**config.mk**
```make
export PLATFORM = sky130hd
export DESIGN_NAME = trap_status_recorder
export DESIGN_NICKNAME = d
export VERILOG_FILES = /design/src/rtl/trap_rec_pkg.sv /design/src/rtl/trap_rec_hs_next.sv /design/src/rtl/trap_rec_m_next.sv /design/src/rtl/trap_rec_gva.sv /design/src/rtl/trap_status_recorder.sv
export SDC_FILE = /design/constraint.sdc
export NUM_CORES = 1
export LEC_CHECK = 0
export ABC_AREA = 1
export BUFFER_PORTS_ARGS = -buffer_cell sky130_fd_sc_hd__buf_2
export CORE_AREA = 2 2 39 41
export CTS_CLUSTER_SIZE = 24
export DETAILED_ROUTE_END_ITERATION = 10
export DIE_AREA = 0 0 41 43
export PLACE_DENSITY_LB_ADDON = 0.08
export SETUP_SLACK_MARGIN = 0.02
export SLEW_MARGIN = 10
export SYNTH_ARGS = -nofsm -noshare
export SYNTH_HDL_FRONTEND = slang
export SYNTH_SLANG_ARGS = --single-unit
```
**constraint.sdc**
```tcl
create_clock -name clk -period 1 [get_ports clk]
set_input_delay 0.3 -clock clk [delete_from_list [all_inputs] [get_ports clk]]
set_output_delay 0.3 -clock clk [all_outputs]
set_load 0.005 [all_outputs]
```
**src/rtl/trap_rec_pkg.sv**
```systemverilog
package trap_rec_pkg;
  localparam int PRIV_W = 2;

  typedef enum logic [PRIV_W-1:0] {
    PRIV_U = 2'd0,
    PRIV_S = 2'd1,
    PRIV_RSV = 2'd2,
    PRIV_M = 2'd3
  } priv_e;

  typedef struct packed {
    logic spp;
    logic spv;
    logic spvp;
  } hs_fields_t;

  typedef struct packed {
    priv_e mpp;
    logic  mpv;
  } m_fields_t;
endpackage

```
**src/rtl/trap_rec_hs_next.sv**
```systemverilog
module trap_rec_hs_next
  import trap_rec_pkg::*;
(
  input  logic       trap_hs,
  input  logic       sret,
  input  priv_e      cur_priv,
  input  logic       cur_virt,
  input  hs_fields_t hs_q,
  output logic       hs_en,
  output hs_fields_t hs_d,
  output priv_e      res_priv,
  output logic       res_virt
);
  always_comb begin
    hs_en = trap_hs | sret;
    hs_d  = hs_q;
    if (trap_hs) begin
      hs_d.spp = (cur_priv == PRIV_S);
      hs_d.spv = cur_virt;
      if (cur_virt) begin
        hs_d.spvp = (cur_priv == PRIV_S);
      end
    end else if (sret) begin
      hs_d.spp = 1'b0;
      hs_d.spv = 1'b0;
    end
  end

  always_comb begin
    res_priv = hs_q.spp ? PRIV_S : PRIV_U;
    res_virt = hs_q.spv;
  end
endmodule

```
**src/rtl/trap_rec_m_next.sv**
```systemverilog
module trap_rec_m_next
  import trap_rec_pkg::*;
(
  input  logic      trap_m,
  input  logic      mret,
  input  priv_e     cur_priv,
  input  logic      cur_virt,
  input  m_fields_t m_q,
  output logic      m_en,
  output m_fields_t m_d,
  output priv_e     res_priv,
  output logic      res_virt
);
  always_comb begin
    m_en = trap_m | mret;
    m_d  = m_q;
    if (trap_m) begin
      m_d.mpp = cur_priv;
      m_d.mpv = cur_virt;
    end else if (mret) begin
      m_d.mpp = PRIV_U;
      m_d.mpv = 1'b0;
    end
  end

  always_comb begin
    res_priv = m_q.mpp;
    res_virt = (m_q.mpp != PRIV_M) & m_q.mpv;
  end
endmodule

```
**src/rtl/trap_rec_gva.sv**
```systemverilog
module trap_rec_gva (
  input  logic trap_vld,
  input  logic mem_fault,
  input  logic cur_virt,
  input  logic hv_access,
  input  logic mprv_access,
  input  logic mpv_q,
  output logic gva_en,
  output logic gva_d
);
  logic guest_access;

  always_comb begin
    guest_access = cur_virt | hv_access | (mprv_access & mpv_q);
    gva_en       = trap_vld;
    gva_d        = mem_fault & guest_access;
  end
endmodule

```
**src/rtl/trap_status_recorder.sv**
```systemverilog
module trap_status_recorder
  import trap_rec_pkg::*;
(
  input  logic       clk,
  input  logic       rst_n,
  input  logic       trap_vld,
  input  logic       trap_to_m,
  input  logic [1:0] cur_priv,
  input  logic       cur_virt,
  input  logic       mem_fault,
  input  logic       hv_access,
  input  logic       mprv_access,
  input  logic       ret_vld,
  input  logic       ret_to_m,
  output logic [1:0] mpp_q,
  output logic       mpv_q,
  output logic       spp_q,
  output logic       spv_q,
  output logic       spvp_q,
  output logic       gva_q,
  output logic [1:0] mode_priv,
  output logic       mode_virt
);
  priv_e      cur_priv_e;
  logic       trap_hs, trap_m, ret_ok, sret, mret;

  hs_fields_t hs_q, hs_d;
  logic       hs_en;
  priv_e      hs_res_priv;
  logic       hs_res_virt;

  m_fields_t  m_q, m_d;
  logic       m_en;
  priv_e      m_res_priv;
  logic       m_res_virt;

  logic       gva_r, gva_d, gva_en;

  priv_e      mode_priv_r, mode_priv_d;
  logic       mode_virt_r, mode_virt_d, mode_en;

  // event decode: a trap always wins over a return in the same cycle
  always_comb begin
    cur_priv_e = priv_e'(cur_priv);
    trap_hs    = trap_vld & ~trap_to_m;
    trap_m     = trap_vld & trap_to_m;
    ret_ok     = ret_vld & ~trap_vld;
    sret       = ret_ok & ~ret_to_m;
    mret       = ret_ok & ret_to_m;
  end

  trap_rec_hs_next u_hs (
    .trap_hs  (trap_hs),
    .sret     (sret),
    .cur_priv (cur_priv_e),
    .cur_virt (cur_virt),
    .hs_q     (hs_q),
    .hs_en    (hs_en),
    .hs_d     (hs_d),
    .res_priv (hs_res_priv),
    .res_virt (hs_res_virt)
  );

  trap_rec_m_next u_m (
    .trap_m   (trap_m),
    .mret     (mret),
    .cur_priv (cur_priv_e),
    .cur_virt (cur_virt),
    .m_q      (m_q),
    .m_en     (m_en),
    .m_d      (m_d),
    .res_priv (m_res_priv),
    .res_virt (m_res_virt)
  );

  trap_rec_gva u_gva (
    .trap_vld    (trap_vld),
    .mem_fault   (mem_fault),
    .cur_virt    (cur_virt),
    .hv_access   (hv_access),
    .mprv_access (mprv_access),
    .mpv_q       (m_q.mpv),
    .gva_en      (gva_en),
    .gva_d       (gva_d)
  );

  // next current mode
  always_comb begin
    mode_en     = trap_vld | ret_ok;
    mode_priv_d = mode_priv_r;
    mode_virt_d = mode_virt_r;
    if (trap_hs) begin
      mode_priv_d = PRIV_S;
      mode_virt_d = 1'b0;
    end else if (trap_m) begin
      mode_priv_d = PRIV_M;
      mode_virt_d = 1'b0;
    end else if (sret) begin
      mode_priv_d = hs_res_priv;
      mode_virt_d = hs_res_virt;
    end else if (mret) begin
      mode_priv_d = m_res_priv;
      mode_virt_d = m_res_virt;
    end
  end

  // registers
  always_ff @(posedge clk or negedge rst_n) begin
    if (!rst_n) begin
      hs_q <= '0;
    end else if (hs_en) begin
      hs_q <= hs_d;
    end
  end

  always_ff @(posedge clk or negedge rst_n) begin
    if (!rst_n) begin
      m_q <= '{mpp: PRIV_U, mpv: 1'b0};
    end else if (m_en) begin
      m_q <= m_d;
    end
  end

  always_ff @(posedge clk or negedge rst_n) begin
    if (!rst_n) begin
      gva_r <= 1'b0;
    end else if (gva_en) begin
      gva_r <= gva_d;
    end
  end

  always_ff @(posedge clk or negedge rst_n) begin
    if (!rst_n) begin
      mode_priv_r <= PRIV_M;
      mode_virt_r <= 1'b0;
    end else if (mode_en) begin
      mode_priv_r <= mode_priv_d;
      mode_virt_r <= mode_virt_d;
    end
  end

  assign mpp_q     = m_q.mpp;
  assign mpv_q     = m_q.mpv;
  assign spp_q     = hs_q.spp;
  assign spv_q     = hs_q.spv;
  assign spvp_q    = hs_q.spvp;
  assign gva_q     = gva_r;
  assign mode_priv = mode_priv_r;
  assign mode_virt = mode_virt_r;
endmodule

```
==> results of run 1 <==
stage by stage:
step | util | total power (uW)
5_1_grt | 0.531 | 1170
3_5_place_dp | 0.465 | 704
4_1_cts | 0.525 | 1120
6_report | 0.531 | 1110
3_3_place_gp | 0.465 | 704
2_1_floorplan | - | 606
how the worst max path moves through the flow:
| stage | slack [ns] | endpoint | start |
|---|---|---|---|
| final | -0.19 | mode_priv[1] | mode_priv[1] |
| after global placement | 0.006 | mpp_q[0] | trap_vld |
| after global routing | -0.23 | mode_priv[1] | mode_priv[1] |
| after CTS | -0.20 | mode_priv[1] | mode_priv[1] |
| after floorplan | 0.15 | mpp_q[0] | trap_vld |
| after detailed placement | 0.007 | mpp_q[0] | trap_vld |
layout make-up:
cell class              instances  area [um^2]
clock buffers                   4         36.3
fillers                       150          649
inverters                      11         43.8
multi-input cells              40          221
flip-flops and latches         10          253
well taps                      16         20.0
repair buffers                 28          160
per-layer routing:
layer	wire length [um]	track usage
met1	524	0.207
met2	564	0.263
met3	70	0.0471
met4	12	0.0800
met5	0	0
state kept, by name (all words and copies together), names as in the netlist:
register   cells
spvp_q         1
mode_priv      2
spv_q          1
gva_q          1
mode_virt      1
mpp_q          2
spp_q          1
mpv_q          1
kinds of logic (layout without fill, tap and decap cells):
family                 Yosys count  in the layout  synth area share
AND/OR/NAND/NOR                 32             32             0.319
buffers and inverters           12             43             0.104
flip-flops                      10             10             0.478
AO/OA/AOI/OAI                    8              8            0.0993
cells in the final DEF (no fill, tap or decap):
cell           instances
dfrtp_1                8
nand2_2                2
inv_2                  4
clkbuf_4               3
o22ai_1                1
nor2_4                 1
o21ai_1                4
buf_4                  6
buf_2                 21
a21oi_1                1
nor2_1                 2
nand2_4                1
nand3_2                2
inv_4                  1
inv_1                  6
clkbuf_8               1
o22ai_2                1
dlygate4sd3_1          1
nand2_1               13
nor2_2                 2
dfstp_2                2
o21ai_2                1
nand3_1                9
power groups by stage:
stage	clock [uW]	combinational (uW)	sequential, uW
final	370	259	476
after global placement	0	207	497
after CTS	382	257	477
after detailed placement	0	209	495
after global routing	397	295	482
after floorplan	0	107	499
repair_timing:
action / 4_1_cts / 5_1_grt
hold endpoints to repair: 8 / 0
setup buffers: 5 / 1
hold buffers: 1 / 0
endpoints found under the setup margin: 10 / 10
==> impl_metrics.env, run 1 <==
export IMPL_status="finished, violations left"
export IMPL_violations="setup timing"
export IMPL_die_area_mm2=0.00176
export IMPL_fp_dieH_um=43
export IMPL_drv_slew=0
export IMPL_period_minus_slack_ns=1.19
export IMPL_min_to="mpp_q[0]"
export IMPL_synth_edf_count=0
export IMPL_min_from="cur_priv[0]"
export IMPL_layout_setup_ws_ns=-0.191
export IMPL_fin_crit_sh=1.19
export IMPL_maxSlewHeadroom=0.838
export IMPL_placed_area_um2=643
export IMPL_grt_max_degree=11
export IMPL_cp_slowest_stage_delay_ns=0.53
export IMPL_fin_skew_ns=0.00550
export IMPL_ir_drop_uv=771
export IMPL_area_growth_pct=38.8
export IMPL_stdcell_area_um2=734
export IMPL_rsz0062_at_grt="true"
export IMPL_syn_area_per_cell_um2=8.54
export IMPL_drt_total_wl_mm=1.17
export IMPL_cap_violations=0
export IMPL_yosysMostFrequentCell="nand2_1"
export IMPL_path_buf_inv=1
export IMPL_crit_type="register to primary output"
export IMPL_crit_family="flip-flops"
export IMPL_syn_area_um2=529
export IMPL_cts_buffer_depth=2
export IMPL_drc=0
export IMPL_clkPwrFrac=0.335
export IMPL_p_comb_frac=0.234
export IMPL_seqPwrFrac=0.431
export IMPL_ys_top_cells_by_area="dfrtp_1 (38%), dfstp_2 (9.9%), nand2_1 (9.2%)"
export IMPL_worst_endpoint_required_ns=0.70
export IMPL_start_util=0.382
export IMPL_dp_cells=98
export IMPL_internal_power_uw=805
export IMPL_p_sw_uw=301
export IMPL_vias=505
export IMPL_rrSetupSlack_ns=0.07
export IMPL_dr_pass1_iters=2
export IMPL_powerDensity_mw_per_mm2=1510
export IMPL_worst_pin_slew_ns=0.243
export IMPL_drive_gt1_frac=0.516
export IMPL_critPathArrivalTime_ns=0.89
export IMPL_antenna_cells=0
export IMPL_htree_num_levels=1
export IMPL_worstSetupEndpointType="primary output"
export IMPL_synth_common_cells="nand2_1 (13), nand3_1 (9), dfrtp_1 (8)"
export IMPL_timing_fmax_mhz=840
export IMPL_pre_cts_ws_ns=0.00664
export IMPL_grt_first_pass_wirelength_mm=1.99
export IMPL_hold_viol=0
export IMPL_synth_ff_type="dfrtp_1"
export IMPL_via_per_inst=4.63
export IMPL_rows=14
export IMPL_timing_hold_ws_ns=0.249
export IMPL_ys_warn_count=0
export IMPL_p_leak_uw=0.000406
export IMPL_seq_area_frac_synth=0.478
export IMPL_synth_top_cell_area_share=0.378
export IMPL_groute_usage_overall=0.170
export IMPL_clk_pin_slew_ns=0.07
export IMPL_worstHoldPathType="input port to register"
export IMPL_ctsResizeCount=0
export IMPL_synthCells=62
export IMPL_numPortBuffers=21
export IMPL_gp_congestion=0.759
export IMPL_min_path_cells=3
export IMPL_synth_fp_nets=74
export IMPL_top_level_ports=22
export IMPL_synthArstFlopShare=1.00
export IMPL_grt_pass1_vias=492
export IMPL_cts_tree="built"
export IMPL_drtIter0Drc=6
export IMPL_slowest_stage="dfstp_2"
export IMPL_nNetsFinal=106
export IMPL_regToRegEndpoint="mode_virt"
export IMPL_worstReg2RegStart="mpp_q[1]"
export IMPL_root_buffer="clkbuf_4"
export IMPL_hpwlAfterDp_um=894
export IMPL_wl_per_cell_um=10.7
export IMPL_switching_share=0.272
export IMPL_synth_distinct_cells=19
export IMPL_crit_chain="buf_2"
export IMPL_cts_sinks=10
export IMPL_crit_fanout=2
export IMPL_cts_made_buffers=3
export IMPL_core_mm2=0.00138
export IMPL_globalRouteOverflowTotal=0
export IMPL_finalSetupTns_ns=-0.912
export IMPL_ys_ff_latch=10
export IMPL_synth_top_cell_by_area="dfrtp_1"
export IMPL_critPathLaunchType="register"
export IMPL_die_w_um=41
export IMPL_antenna_found_initial=0
export IMPL_setup_violations=10
export IMPL_worstRegToRegCells=4
export IMPL_cp_depth=1
export IMPL_clk_latency_ns=0.27
export IMPL_stdcell_count=109
export IMPL_drt_antenna_violating_nets=0
(Power assumes the default switching activity.)
==> run 2, diff against run 1 <==
- ABC_AREA: 1 -> default
- RECOVER_POWER: default -> 50
==> run 2 against run 1 <==
  * The flow still finishes with violations (setup timing)
  * Register-to-register slack got worse by 0.04 ns
  * Combinational power increased by 3%
  * Sequential power decreased by 0.8%
  * Count of clock-buffer cells in the layout unchanged
  * Worst setup slack got worse by 0.00096 ns
  * Synthesized cell count decreased by 18%
  * Critical endpoint is now mode_priv[0]
  * Via count decreased by 1.8%
  * First-iteration DRC count increased to 3.2 times the previous value
  * Die area unchanged
  * Critical path depth unchanged
  * Clock power decreased by 1%
==> impl_metrics.env, run 2 <==
export IMPL_worstRegToRegCells=4
export IMPL_nNetsFinal=98
export IMPL_antenna_cells=0
export IMPL_cts_made_buffers=3
export IMPL_placed_area_um2=646
export IMPL_critPathLaunchType="register"
export IMPL_cts_tree="built"
export IMPL_die_area_mm2=0.00176
export IMPL_synth_edf_count=0
export IMPL_worst_pin_slew_ns=0.262
export IMPL_synth_ff_type="dfrtp_1"
export IMPL_fin_skew_ns=0.00494
export IMPL_die_w_um=41
export IMPL_powerDensity_mw_per_mm2=1440
export IMPL_synth_fp_nets=63
export IMPL_rows=14
export IMPL_drv_slew=0
export IMPL_worstHoldPathType="input port to register"
export IMPL_stdcell_area_um2=767
export IMPL_vias=496
export IMPL_globalRouteOverflowTotal=0
export IMPL_fp_dieH_um=43
export IMPL_ys_ff_latch=10
export IMPL_finalSetupTns_ns=-0.940
export IMPL_synth_top_cell_by_area="dfrtp_1"
export IMPL_maxSlewHeadroom=0.825
export IMPL_syn_area_per_cell_um2=10.1
export IMPL_via_per_inst=4.91
export IMPL_timing_hold_ws_ns=0.284
export IMPL_antenna_found_initial=0
export IMPL_critPathArrivalTime_ns=0.89
export IMPL_min_path_cells=3
export IMPL_path_buf_inv=1
export IMPL_p_leak_uw=0.000400
export IMPL_worstSetupEndpointType="primary output"
export IMPL_nFillCells=132
export IMPL_start_util=0.372
export IMPL_layout_setup_ws_ns=-0.192
export IMPL_groute_usage_overall=0.154
export IMPL_drtIter0Drc=19
export IMPL_crit_fanout=2
export IMPL_clk_pin_slew_ns=0.07
export IMPL_area_growth_pct=49.1
export IMPL_synth_distinct_cells=23
export IMPL_worst_endpoint_required_ns=0.70
export IMPL_rrSetupSlack_ns=0.03
export IMPL_drt_total_wl_mm=1.27
export IMPL_slowest_stage="dfstp_2"
export IMPL_yosysMostFrequentCell="dfrtp_1"
export IMPL_drc=0
export IMPL_cts_buffer_depth=2
export IMPL_rsz0062_at_grt="true"
export IMPL_timing_fmax_mhz=839
export IMPL_status="finished, violations left"
export IMPL_crit_family="flip-flops"
export IMPL_gp_congestion=0.771
export IMPL_core_mm2=0.00138
export IMPL_cp_depth=1
export IMPL_crit_chain="buf_2"
export IMPL_root_buffer="clkbuf_4"
export IMPL_synth_common_cells="dfrtp_1 (8), nand2_1 (6), o21ai_0 (5)"
export IMPL_violations="setup timing"
export IMPL_cp_slowest_stage_delay_ns=0.53
export IMPL_ys_top_cells_by_area="dfrtp_1 (39%), dfstp_2 (10%), mux2i_1 (5.8%)"
export IMPL_grt_first_pass_wirelength_mm=1.85
export IMPL_cap_violations=0
export IMPL_wl_per_cell_um=12.6
export IMPL_grt_max_degree=11
export IMPL_min_from="mem_fault"
export IMPL_grt_pass1_vias=446
export IMPL_seq_area_frac_synth=0.491
export IMPL_worstReg2RegStart="spv_q"
export IMPL_drive_gt1_frac=0.518
export IMPL_final_common_cell="buf_2"
export IMPL_clk_latency_ns=0.26
export IMPL_top_level_ports=22
export IMPL_period_minus_slack_ns=1.19
export IMPL_numPortBuffers=21
export IMPL_cts_sinks=10
export IMPL_final_cell_mix="buf_2 (19), buf_4 (10), dfrtp_1 (8), nand2_1 (6), o21ai_0 (4)"
export IMPL_regToRegEndpoint="spv_q"
export IMPL_ys_warn_count=0
export IMPL_drt_antenna_violating_nets=0
export IMPL_power_uw=1110
export IMPL_htree_num_levels=1
export IMPL_synthCells=51
export IMPL_syn_area_um2=514
export IMPL_crit_type="register to primary output"
export IMPL_fin_crit_sh=1.19
export IMPL_min_to="gva_q"
export IMPL_dr_pass1_iters=4
export IMPL_synth_top_cell_area_share=0.389
export IMPL_synthArstFlopShare=1.00
export IMPL_hpwlAfterDp_um=917
export IMPL_hold_viol=0
export IMPL_setup_violations=10
export IMPL_ir_drop_uv=690
-- run 2: cell types whose count changed after synthesis, moves of 3 or more --
cell,previous run,this run
o21ai_0,0,5
inv_1,6,3
a31oi_1,0,3
mux2i_1,0,3
o21ai_1,4,0
inv_2,4,0
a21oi_1,1,4
nand2_1,13,6
nand3_1,9,2
-- run 2: kinds of logic after synthesis --
family	share of synthesized area
buffers and inverters	0.0681
AO/OA/AOI/OAI	0.175
AND/OR/NAND/NOR	0.156
multiplexers	0.109
flip-flops	0.491
-- run 2: area by class of cell --
type | instances | area [um^2] | share of cell area
timing repair buffer | 33 | 208 | 0.271
sequential | 10 | 253 | 0.330
multi-input combinational | 35 | 239 | 0.312
tap | 16 | 20.0 | 0.0261
inverter | 3 | 11.3 | 0.0147
clock buffer | 4 | 36.3 | 0.0473
-- run 2: worst max path at each step --
| stage | startpoint | end | slack, ns |
|---|---|---|---|
| floorplan | trap_to_m | spvp_q | 0.002 |
| global placement | trap_vld | spvp_q | -0.09 |
| detailed placement | trap_vld | spvp_q | -0.12 |
| CTS | mode_priv[1] | mode_priv[1] | -0.20 |
| global route | mode_priv[1] | mode_priv[1] | -0.23 |
| finish | mode_priv[0] | mode_priv[0] | -0.19 |
-- run 2: metal layers --
metal,vias up,GRT usage,share of wire
met5,-,0,0
met4,0,0.0600,0
met3,0,0.0471,0.063
met2,14,0.231,0.47
met1,230,0.199,0.46
li1,252,-,-
-- run 2: timing repair --
action                                  CTS  global route
cloned                                    0             0
pin swaps                                 0             3
resized for setup                         0             6
endpoints found under the setup margin   10            13
hold endpoints to repair                  8             0
hold buffers                              1             0
setup buffers                             6             1
-- run 2: per-stage QoR --
step,util,worst slack [ns],std cells
floorplan,-,0.00216,51
global placement,0.467,-0.0876,89
detailed placement,0.467,-0.118,89
CTS,0.533,-0.204,100
global route,0.554,-0.233,101
finish,0.554,-0.192,101
-- run 2: report_power, final --
| part | leakage (uW) | internal [uW] | switching [uW] | total, uW |
|---|---|---|---|---|
| Sequential | 0.000125 | 451 | 21.4 | 472 |
| Combinational | 0.000254 | 151 | 118 | 268 |
| Clock | 0.0000210 | 221 | 145 | 366 |
| Total | 0.000400 | 823 | 284 | 1110 |
-- run 2: worst min-delay path: stages --
cell and delay (ns):
buf_2 0.10, nand2_1 0.05, o2bb2ai_1 0.06
